==> config.mk <==
export PLATFORM = sky130hd
export DESIGN_NAME = wt_snoop_cache
export DESIGN_NICKNAME = d
export VERILOG_FILES = /design/src/rtl/wtc_pkg.sv /design/src/rtl/wtc_tag_store.sv /design/src/rtl/wtc_data_store.sv /design/src/rtl/wtc_ctrl.sv /design/src/rtl/wt_snoop_cache.sv
export SDC_FILE = /design/constraint.sdc
export NUM_CORES = 1
export LEC_CHECK = 0
export BUFFER_PORTS_ARGS = -buffer_cell sky130_fd_sc_hd__buf_4
export CORE_ASPECT_RATIO = 0.8
export CORE_MARGIN = 4
export CORE_UTILIZATION = 45
export CTS_BUF_LIST = sky130_fd_sc_hd__clkbuf_8 sky130_fd_sc_hd__clkbuf_16
export CTS_CLUSTER_DIAMETER = 60
export CTS_CLUSTER_SIZE = 14
export DETAILED_ROUTE_END_ITERATION = 8
export PLACE_DENSITY = 0.73
export SYNTH_ARGS = -nofsm -noshare
export SYNTH_HDL_FRONTEND = slang
export SYNTH_SLANG_ARGS = --single-unit
export TNS_END_PERCENT = 5
==> constraint.sdc <==
create_clock -name clk -period 6.6 [get_ports clk]
set_clock_uncertainty 0.05 [all_clocks]
set_input_delay 1.32 -clock clk [delete_from_list [all_inputs] [get_ports clk]]
set_output_delay 1.32 -clock clk [all_outputs]
set_load 0.005 [all_outputs]
==> src/rtl/wtc_pkg.sv <==
package wtc_pkg;
  typedef enum logic [1:0] {
    ST_IDLE = 2'd0,
    ST_ARB  = 2'd1,
    ST_XFER = 2'd2,
    ST_RESP = 2'd3
  } wtc_state_e;
endpackage

==> src/rtl/wtc_tag_store.sv <==
module wtc_tag_store #(
  parameter int SETS  = 16,
  parameter int IDX_W = 4,
  parameter int TAG_W = 12
) (
  input  logic             clk,
  input  logic             rst_n,
  input  logic [IDX_W-1:0] lk_idx,
  input  logic [TAG_W-1:0] lk_tag,
  output logic             lk_hit,
  input  logic             sn_en,
  input  logic [IDX_W-1:0] sn_idx,
  input  logic [TAG_W-1:0] sn_tag,
  input  logic             fill_en,
  input  logic [IDX_W-1:0] fill_idx,
  input  logic [TAG_W-1:0] fill_tag
);
  logic [SETS-1:0]  valid_q;
  logic [TAG_W-1:0] tag_q [SETS];

  for (genvar i = 0; i < SETS; i++) begin : g_set
    logic fill_here;
    logic kill_here;
    logic valid_en;
    logic valid_d;

    assign fill_here = fill_en && (fill_idx == IDX_W'(i));
    assign kill_here = sn_en && (sn_idx == IDX_W'(i)) && valid_q[i] &&
                       (tag_q[i] == sn_tag);
    assign valid_en  = fill_here || kill_here;
    assign valid_d   = fill_here;

    always_ff @(posedge clk or negedge rst_n) begin
      if (!rst_n)        valid_q[i] <= 1'b0;
      else if (valid_en) valid_q[i] <= valid_d;
    end

    always_ff @(posedge clk) begin
      if (fill_here) tag_q[i] <= fill_tag;
    end
  end

  assign lk_hit = valid_q[lk_idx] && (tag_q[lk_idx] == lk_tag);
endmodule

==> src/rtl/wtc_data_store.sv <==
module wtc_data_store #(
  parameter int SETS   = 16,
  parameter int IDX_W  = 4,
  parameter int DATA_W = 32
) (
  input  logic              clk,
  input  logic              wr_en,
  input  logic [IDX_W-1:0]  wr_idx,
  input  logic [DATA_W-1:0] wr_data,
  input  logic [IDX_W-1:0]  rd_idx,
  output logic [DATA_W-1:0] rd_data
);
  logic [DATA_W-1:0] line_q [SETS];

  for (genvar i = 0; i < SETS; i++) begin : g_line
    logic line_en;
    assign line_en = wr_en && (wr_idx == IDX_W'(i));
    always_ff @(posedge clk) begin
      if (line_en) line_q[i] <= wr_data;
    end
  end

  assign rd_data = line_q[rd_idx];
endmodule

==> src/rtl/wtc_ctrl.sv <==
module wtc_ctrl
  import wtc_pkg::*;
#(
  parameter int ADDR_W = 16,
  parameter int DATA_W = 32
) (
  input  logic              clk,
  input  logic              rst_n,
  input  logic              cpu_req,
  input  logic              cpu_we,
  input  logic [ADDR_W-1:0] cpu_addr,
  input  logic [DATA_W-1:0] cpu_wdata,
  output logic              cpu_ready,
  output logic [DATA_W-1:0] cpu_rdata,
  output logic              bus_req,
  input  logic              bus_gnt,
  output logic              bus_cmd_valid,
  output logic              bus_cmd_we,
  output logic [ADDR_W-1:0] bus_addr,
  output logic [DATA_W-1:0] bus_wdata,
  input  logic [DATA_W-1:0] bus_rdata,
  input  logic              bus_done,
  input  logic              lk_hit,
  input  logic [DATA_W-1:0] line_rdata,
  output logic [ADDR_W-1:0] lk_addr,
  output logic              fill_en,
  output logic              dwr_en,
  output logic [DATA_W-1:0] dwr_data
);
  wtc_state_e        state_q, state_d;
  logic [ADDR_W-1:0] addr_q;
  logic [DATA_W-1:0] wdata_q;
  logic              we_q;
  logic [DATA_W-1:0] rdata_q, rdata_d;
  logic              accept;
  logic              rdata_en;
  logic              finish;

  assign accept  = (state_q == ST_IDLE) && cpu_req;
  assign finish  = (state_q == ST_XFER) && bus_done;
  assign lk_addr = (state_q == ST_IDLE) ? cpu_addr : addr_q;

  always_comb begin
    state_d = state_q;
    unique case (state_q)
      ST_IDLE: if (cpu_req) state_d = (!cpu_we && lk_hit) ? ST_RESP : ST_ARB;
      ST_ARB:  if (bus_gnt) state_d = ST_XFER;
      ST_XFER: if (bus_done) state_d = ST_RESP;
      ST_RESP: state_d = ST_IDLE;
      default: state_d = ST_IDLE;
    endcase
  end

  always_comb begin
    fill_en  = finish && !we_q;
    dwr_en   = fill_en || (finish && we_q && lk_hit);
    dwr_data = we_q ? wdata_q : bus_rdata;
    rdata_en = (accept && !cpu_we && lk_hit) || fill_en;
    rdata_d  = fill_en ? bus_rdata : line_rdata;
  end

  always_ff @(posedge clk or negedge rst_n) begin
    if (!rst_n) state_q <= ST_IDLE;
    else        state_q <= state_d;
  end

  always_ff @(posedge clk) begin
    if (accept) begin
      addr_q  <= cpu_addr;
      wdata_q <= cpu_wdata;
      we_q    <= cpu_we;
    end
    if (rdata_en) rdata_q <= rdata_d;
  end

  assign cpu_ready     = (state_q == ST_RESP);
  assign cpu_rdata     = rdata_q;
  assign bus_req       = (state_q == ST_ARB);
  assign bus_cmd_valid = (state_q == ST_XFER);
  assign bus_cmd_we    = we_q;
  assign bus_addr      = addr_q;
  assign bus_wdata     = wdata_q;
endmodule

==> src/rtl/wt_snoop_cache.sv <==
module wt_snoop_cache #(
  parameter int SETS   = 16,
  parameter int ADDR_W = 16,
  parameter int DATA_W = 32,
  parameter int ID_W   = 2,
  parameter int MY_ID  = 0
) (
  input  logic              clk,
  input  logic              rst_n,
  input  logic              cpu_req,
  input  logic              cpu_we,
  input  logic [ADDR_W-1:0] cpu_addr,
  input  logic [DATA_W-1:0] cpu_wdata,
  output logic              cpu_ready,
  output logic [DATA_W-1:0] cpu_rdata,
  output logic              bus_req,
  input  logic              bus_gnt,
  output logic              bus_cmd_valid,
  output logic              bus_cmd_we,
  output logic [ADDR_W-1:0] bus_addr,
  output logic [DATA_W-1:0] bus_wdata,
  input  logic [DATA_W-1:0] bus_rdata,
  input  logic              bus_done,
  input  logic              obs_valid,
  input  logic              obs_we,
  input  logic [ID_W-1:0]   obs_id,
  input  logic [ADDR_W-1:0] obs_addr
);
  localparam int IDX_W = $clog2(SETS);
  localparam int TAG_W = ADDR_W - IDX_W;

  logic [ADDR_W-1:0] lk_addr;
  logic              lk_hit;
  logic              fill_en;
  logic              dwr_en;
  logic [DATA_W-1:0] dwr_data;
  logic [DATA_W-1:0] line_rdata;
  logic              sn_en;

  assign sn_en = obs_valid && obs_we && (obs_id != ID_W'(MY_ID));

  wtc_ctrl #(.ADDR_W(ADDR_W), .DATA_W(DATA_W)) u_ctrl (
    .clk(clk), .rst_n(rst_n),
    .cpu_req(cpu_req), .cpu_we(cpu_we), .cpu_addr(cpu_addr),
    .cpu_wdata(cpu_wdata), .cpu_ready(cpu_ready), .cpu_rdata(cpu_rdata),
    .bus_req(bus_req), .bus_gnt(bus_gnt), .bus_cmd_valid(bus_cmd_valid),
    .bus_cmd_we(bus_cmd_we), .bus_addr(bus_addr), .bus_wdata(bus_wdata),
    .bus_rdata(bus_rdata), .bus_done(bus_done),
    .lk_hit(lk_hit), .line_rdata(line_rdata), .lk_addr(lk_addr),
    .fill_en(fill_en), .dwr_en(dwr_en), .dwr_data(dwr_data)
  );

  wtc_tag_store #(.SETS(SETS), .IDX_W(IDX_W), .TAG_W(TAG_W)) u_tags (
    .clk(clk), .rst_n(rst_n),
    .lk_idx(lk_addr[IDX_W-1:0]), .lk_tag(lk_addr[ADDR_W-1:IDX_W]),
    .lk_hit(lk_hit),
    .sn_en(sn_en), .sn_idx(obs_addr[IDX_W-1:0]),
    .sn_tag(obs_addr[ADDR_W-1:IDX_W]),
    .fill_en(fill_en), .fill_idx(lk_addr[IDX_W-1:0]),
    .fill_tag(lk_addr[ADDR_W-1:IDX_W])
  );

  wtc_data_store #(.SETS(SETS), .IDX_W(IDX_W), .DATA_W(DATA_W)) u_data (
    .clk(clk), .wr_en(dwr_en), .wr_idx(lk_addr[IDX_W-1:0]),
    .wr_data(dwr_data), .rd_idx(lk_addr[IDX_W-1:0]), .rd_data(line_rdata)
  );
endmodule

==> flow_summary.yaml <==
logic_synthesis:
  syn_area_per_cell_um2: 17.81
  yosysTopAreaCellShare_pct: 70.28
  seq_area_frac_synth_pct: 71.63
  synth_cell_types: 65
  synth_area_leaders: "edfxtp_1, mux4_2, xor2_1"
  syn_area_um2: 33540
  synth-warning-count: 0
  synthesis.nets: 1993
  yosys.cell_count.top_type: "edfxtp_1"
  synthArstFlopShare_pct: 2.242
  synthFlopType: "edfxtp_1"
  ys_ff_latch: 803
  ys_top_cells_by_count: "edfxtp_1, a21oi_1, mux4_2"
  synth-edff-count: 785
  yosys.area.top_type: "edfxtp_1"
  syn_inst: 1883
worst_setup_path:
  worstPathMaxFanout: 21
  r2r_cells: 13
  worstPathRequired_ps: 6850
  crit_top_cell: "buf_4"
  cp.arrival_ps: 6180
  r2r_end: "u_data.line_q[8][14]"
  end_kind: "flop"
  worstSetupPathType: "flop to flop"
  ff2ff_setup_slack_ps: 670
  path_cells: "inv_1, ha_2, or3_1, buf_4, buf_4, a21oi_1, o41ai_1, nand4_1, xnor2_1, nor4b_4, nand4_1, a21oi_4, buf_4"
  worst_setup_path_start_kind: "flop"
  r2r_start: "u_ctrl.state_q[0]"
  cp_slowest_cell: "or3_1"
  critPathMaxStageDelay_ps: 730
clock_network:
  cts_repair_resize_count: 0
  insertion_delay_ps: 630
  cts_buffer_depth: 3
  cts_made_buffers: 71
  htree_num_levels: 3
  clk_pin_slew_ps: 70
  cts_setup_buffers: 0
  clock-sinks: 803
  ctsRootBufferMaster: "clkbuf_16"
  cts_tree: "yes"
  postCtsHoldBufs: 0
cells_and_area:
  seq_area_um2: 24020
  final-instance-count-excl-fill: 3099
  drive_gt1_share_pct: 26.22
  multiInputGateArea_um2: 9047
  num_antenna_cells: 0
  fillers: 5824
  nets: 2181
  area_growth_pct: 14.19
global_routing:
  grt_antenna_before_repair: 3
  grt-ovfl-total: 0
  grt_pass1_vias: 19480
  grt_max_degree: 122
  grt_pass1_wl_um: 137900
  grt_use_total_pct: 24.06
power:
  p_total_mw: 13.86
  ir_drop_v: 0.0003681
  combPwrFrac_pct: 27.0
  netSwitchingFraction_pct: 31.03
  powerDensity_nw_per_um2: 361.9
  leakage_nw: 12.15
  p_int_mw: 9.559
  seq_power_share_pct: 45.4
  net-switching-power_mw: 4.301
  clkPwrFrac_pct: 27.6
place:
  gp_congestion: 0.9564
  place_inst: 2999
  port_buffers: 189
  place_hpwl_um: 59870
  place_ws_ps: 571.6
timing:
  max-slew-margin-rel_pct: 15.49
  fin_crit_sh_pct: 89.79
  worst_pin_slew_ps: 1263
  hold_ws_ps: 486.3
  setup-violations-final: 0
  worst_slack_ps: 673.6
  fin_setup_tns_ps: 0
  final_hold_viol_count: 0
  rsz0062_at_grt: "no"
  slew_viol_final: 0
  finalCriticalPeriod_ps: 5926
  fmax_mhz: 168.7
floorplan:
  start_util_pct: 45.43
  die_h_um: 252.2
  die_area_um2: 78990
  rows: 89
  die_w_um: 313.2
  io_pins: 190
  coreArea_um2: 73830
status:
  status: "finished, final reports clean"
drt:
  drc: 0
  drtIter0Drc: 2576
  first_pass_iters: 6
  wl_per_cell_um: 30.99
  ant_nets: 0
  viasPerCell: 6.323
  drt-total-wl_um: 96040
  vias: 19590
worst_hold_path:
  hold_depth: 2
  hold_start: "u_tags.valid_q[15]"
  hold_end: "u_tags.valid_q[15]"
  hold_path_class: "flop to flop"
flow_run:
  cap_violations: 0
## per-layer routing
| metal | track usage (%) | share of wire, % | vias up |
|---|---|---|---|
| li1 | - | - | 7979 |
| met4 | 6.727 | 2.5 | 2 |
| met1 | 35.53 | 41 | 10250 |
| met3 | 5.558 | 11 | 144 |
| met2 | 36.26 | 45 | 1216 |
| met5 | 0 | 0.017 | - |
## worst max-delay path: cells and delay by family (launching register included)
kind | cells | cell delay, ps
AOI/OAI and AO/OA | 3 | 1340
buffers and inverters | 4 | 1070
xor gates and xnor gates | 1 | 200
adders and majority gates | 1 | 590
and+or+nand+nor | 4 | 1920
DFF | 1 | 400
## power by group through the flow
| stage | Clock [mW] | Combinational [mW] | Sequential [mW] |
|---|---|---|---|
| final | 3.82 | 3.75 | 6.29 |
| after global routing | 4.11 | 3.95 | 6.30 |
| after CTS | 3.89 | 3.73 | 6.29 |
| after detailed placement | 0 | 3.71 | 6.39 |
| after global placement | 0 | 3.66 | 6.38 |
| after floorplan | 0 | 2.35 | 6.34 |
## worst max path at each step
stage / from / endpoint / slack, ps
finish: u_ctrl.state_q[0] / u_data.line_q[8][14] / 670
global route: u_ctrl.state_q[1] / u_data.line_q[8][14] / 520
CTS: u_ctrl.state_q[0] / u_data.line_q[8][14] / 820
detailed placement: cpu_addr[0] / u_data.line_q[8][14] / 570
global placement: cpu_addr[0] / u_data.line_q[9][13] / 670
floorplan: cpu_addr[0] / u_data.line_q[10][0] / 480
## cell usage in the layout, fill, tap and decap left out, drive strengths merged, types with 3 or more instances in the layout
cell type / instances
edfxtp: 785
buf: 246
a21oi: 172
mux4: 138
xor2: 103
xnor2: 100
clkbuf: 73
a22oi: 65
nor2: 61
o41ai: 48
mux2: 44
a31oi: 33
nand4: 32
inv: 23
o21ai: 22
dfrtp: 18
nor3: 17
nand2: 16
nand3: 15
nor4: 14
clkinv: 9
o41a: 6
nand2b: 5
a2111oi: 5
ha: 4
or3b: 3
and4: 3
nand3b: 3
a22o: 3
## kinds of logic (layout without fill, tap and decap cells)
family	count (synthesis)	count (layout)	synth area share, %
flip-flops	803	803	71.63
AO/OA/AOI/OAI	367	367	7.043
XOR/XNOR	203	203	5.301
multiplexers	184	184	10.80
AND/OR/NAND/NOR	184	184	2.973
buffers and inverters	138	353	2.104
adder cells (fa/ha/maj)	4	4	0.1492
## stage by stage
| stage | util [%] | area [um2] |
|---|---|---|
| 6_report | 51.87 | 38300 |
| 5_1_grt | 51.87 | 38300 |
| 4_1_cts | 51.87 | 38300 |
| 3_5_place_dp | 49.11 | 36260 |
| 3_3_place_gp | 49.11 | 36260 |
| 2_1_floorplan | - | 33540 |
## cell type report
class                      instances  share of cell area, %
sequential                       803                  62.73
multi-input combinational        942                  23.62
tap                             1001                  3.270
clock inverter                    27                 0.5554
inverter                           7                0.06861
timing repair buffer             246                  4.985
clock buffer                      73                  4.770
## registers in the layout, indices dropped and copies added, names as in the netlist
signal	cells
u_ctrl.bus_cmd_we	1
u_ctrl.bus_addr	16
u_ctrl.state_q	2
u_tags.valid_q	16
u_ctrl.bus_wdata	32
u_data.line_q	512
u_ctrl.cpu_rdata	32
u_tags.tag_q	192
Note: power is estimated with default switching activity, not from simulation.
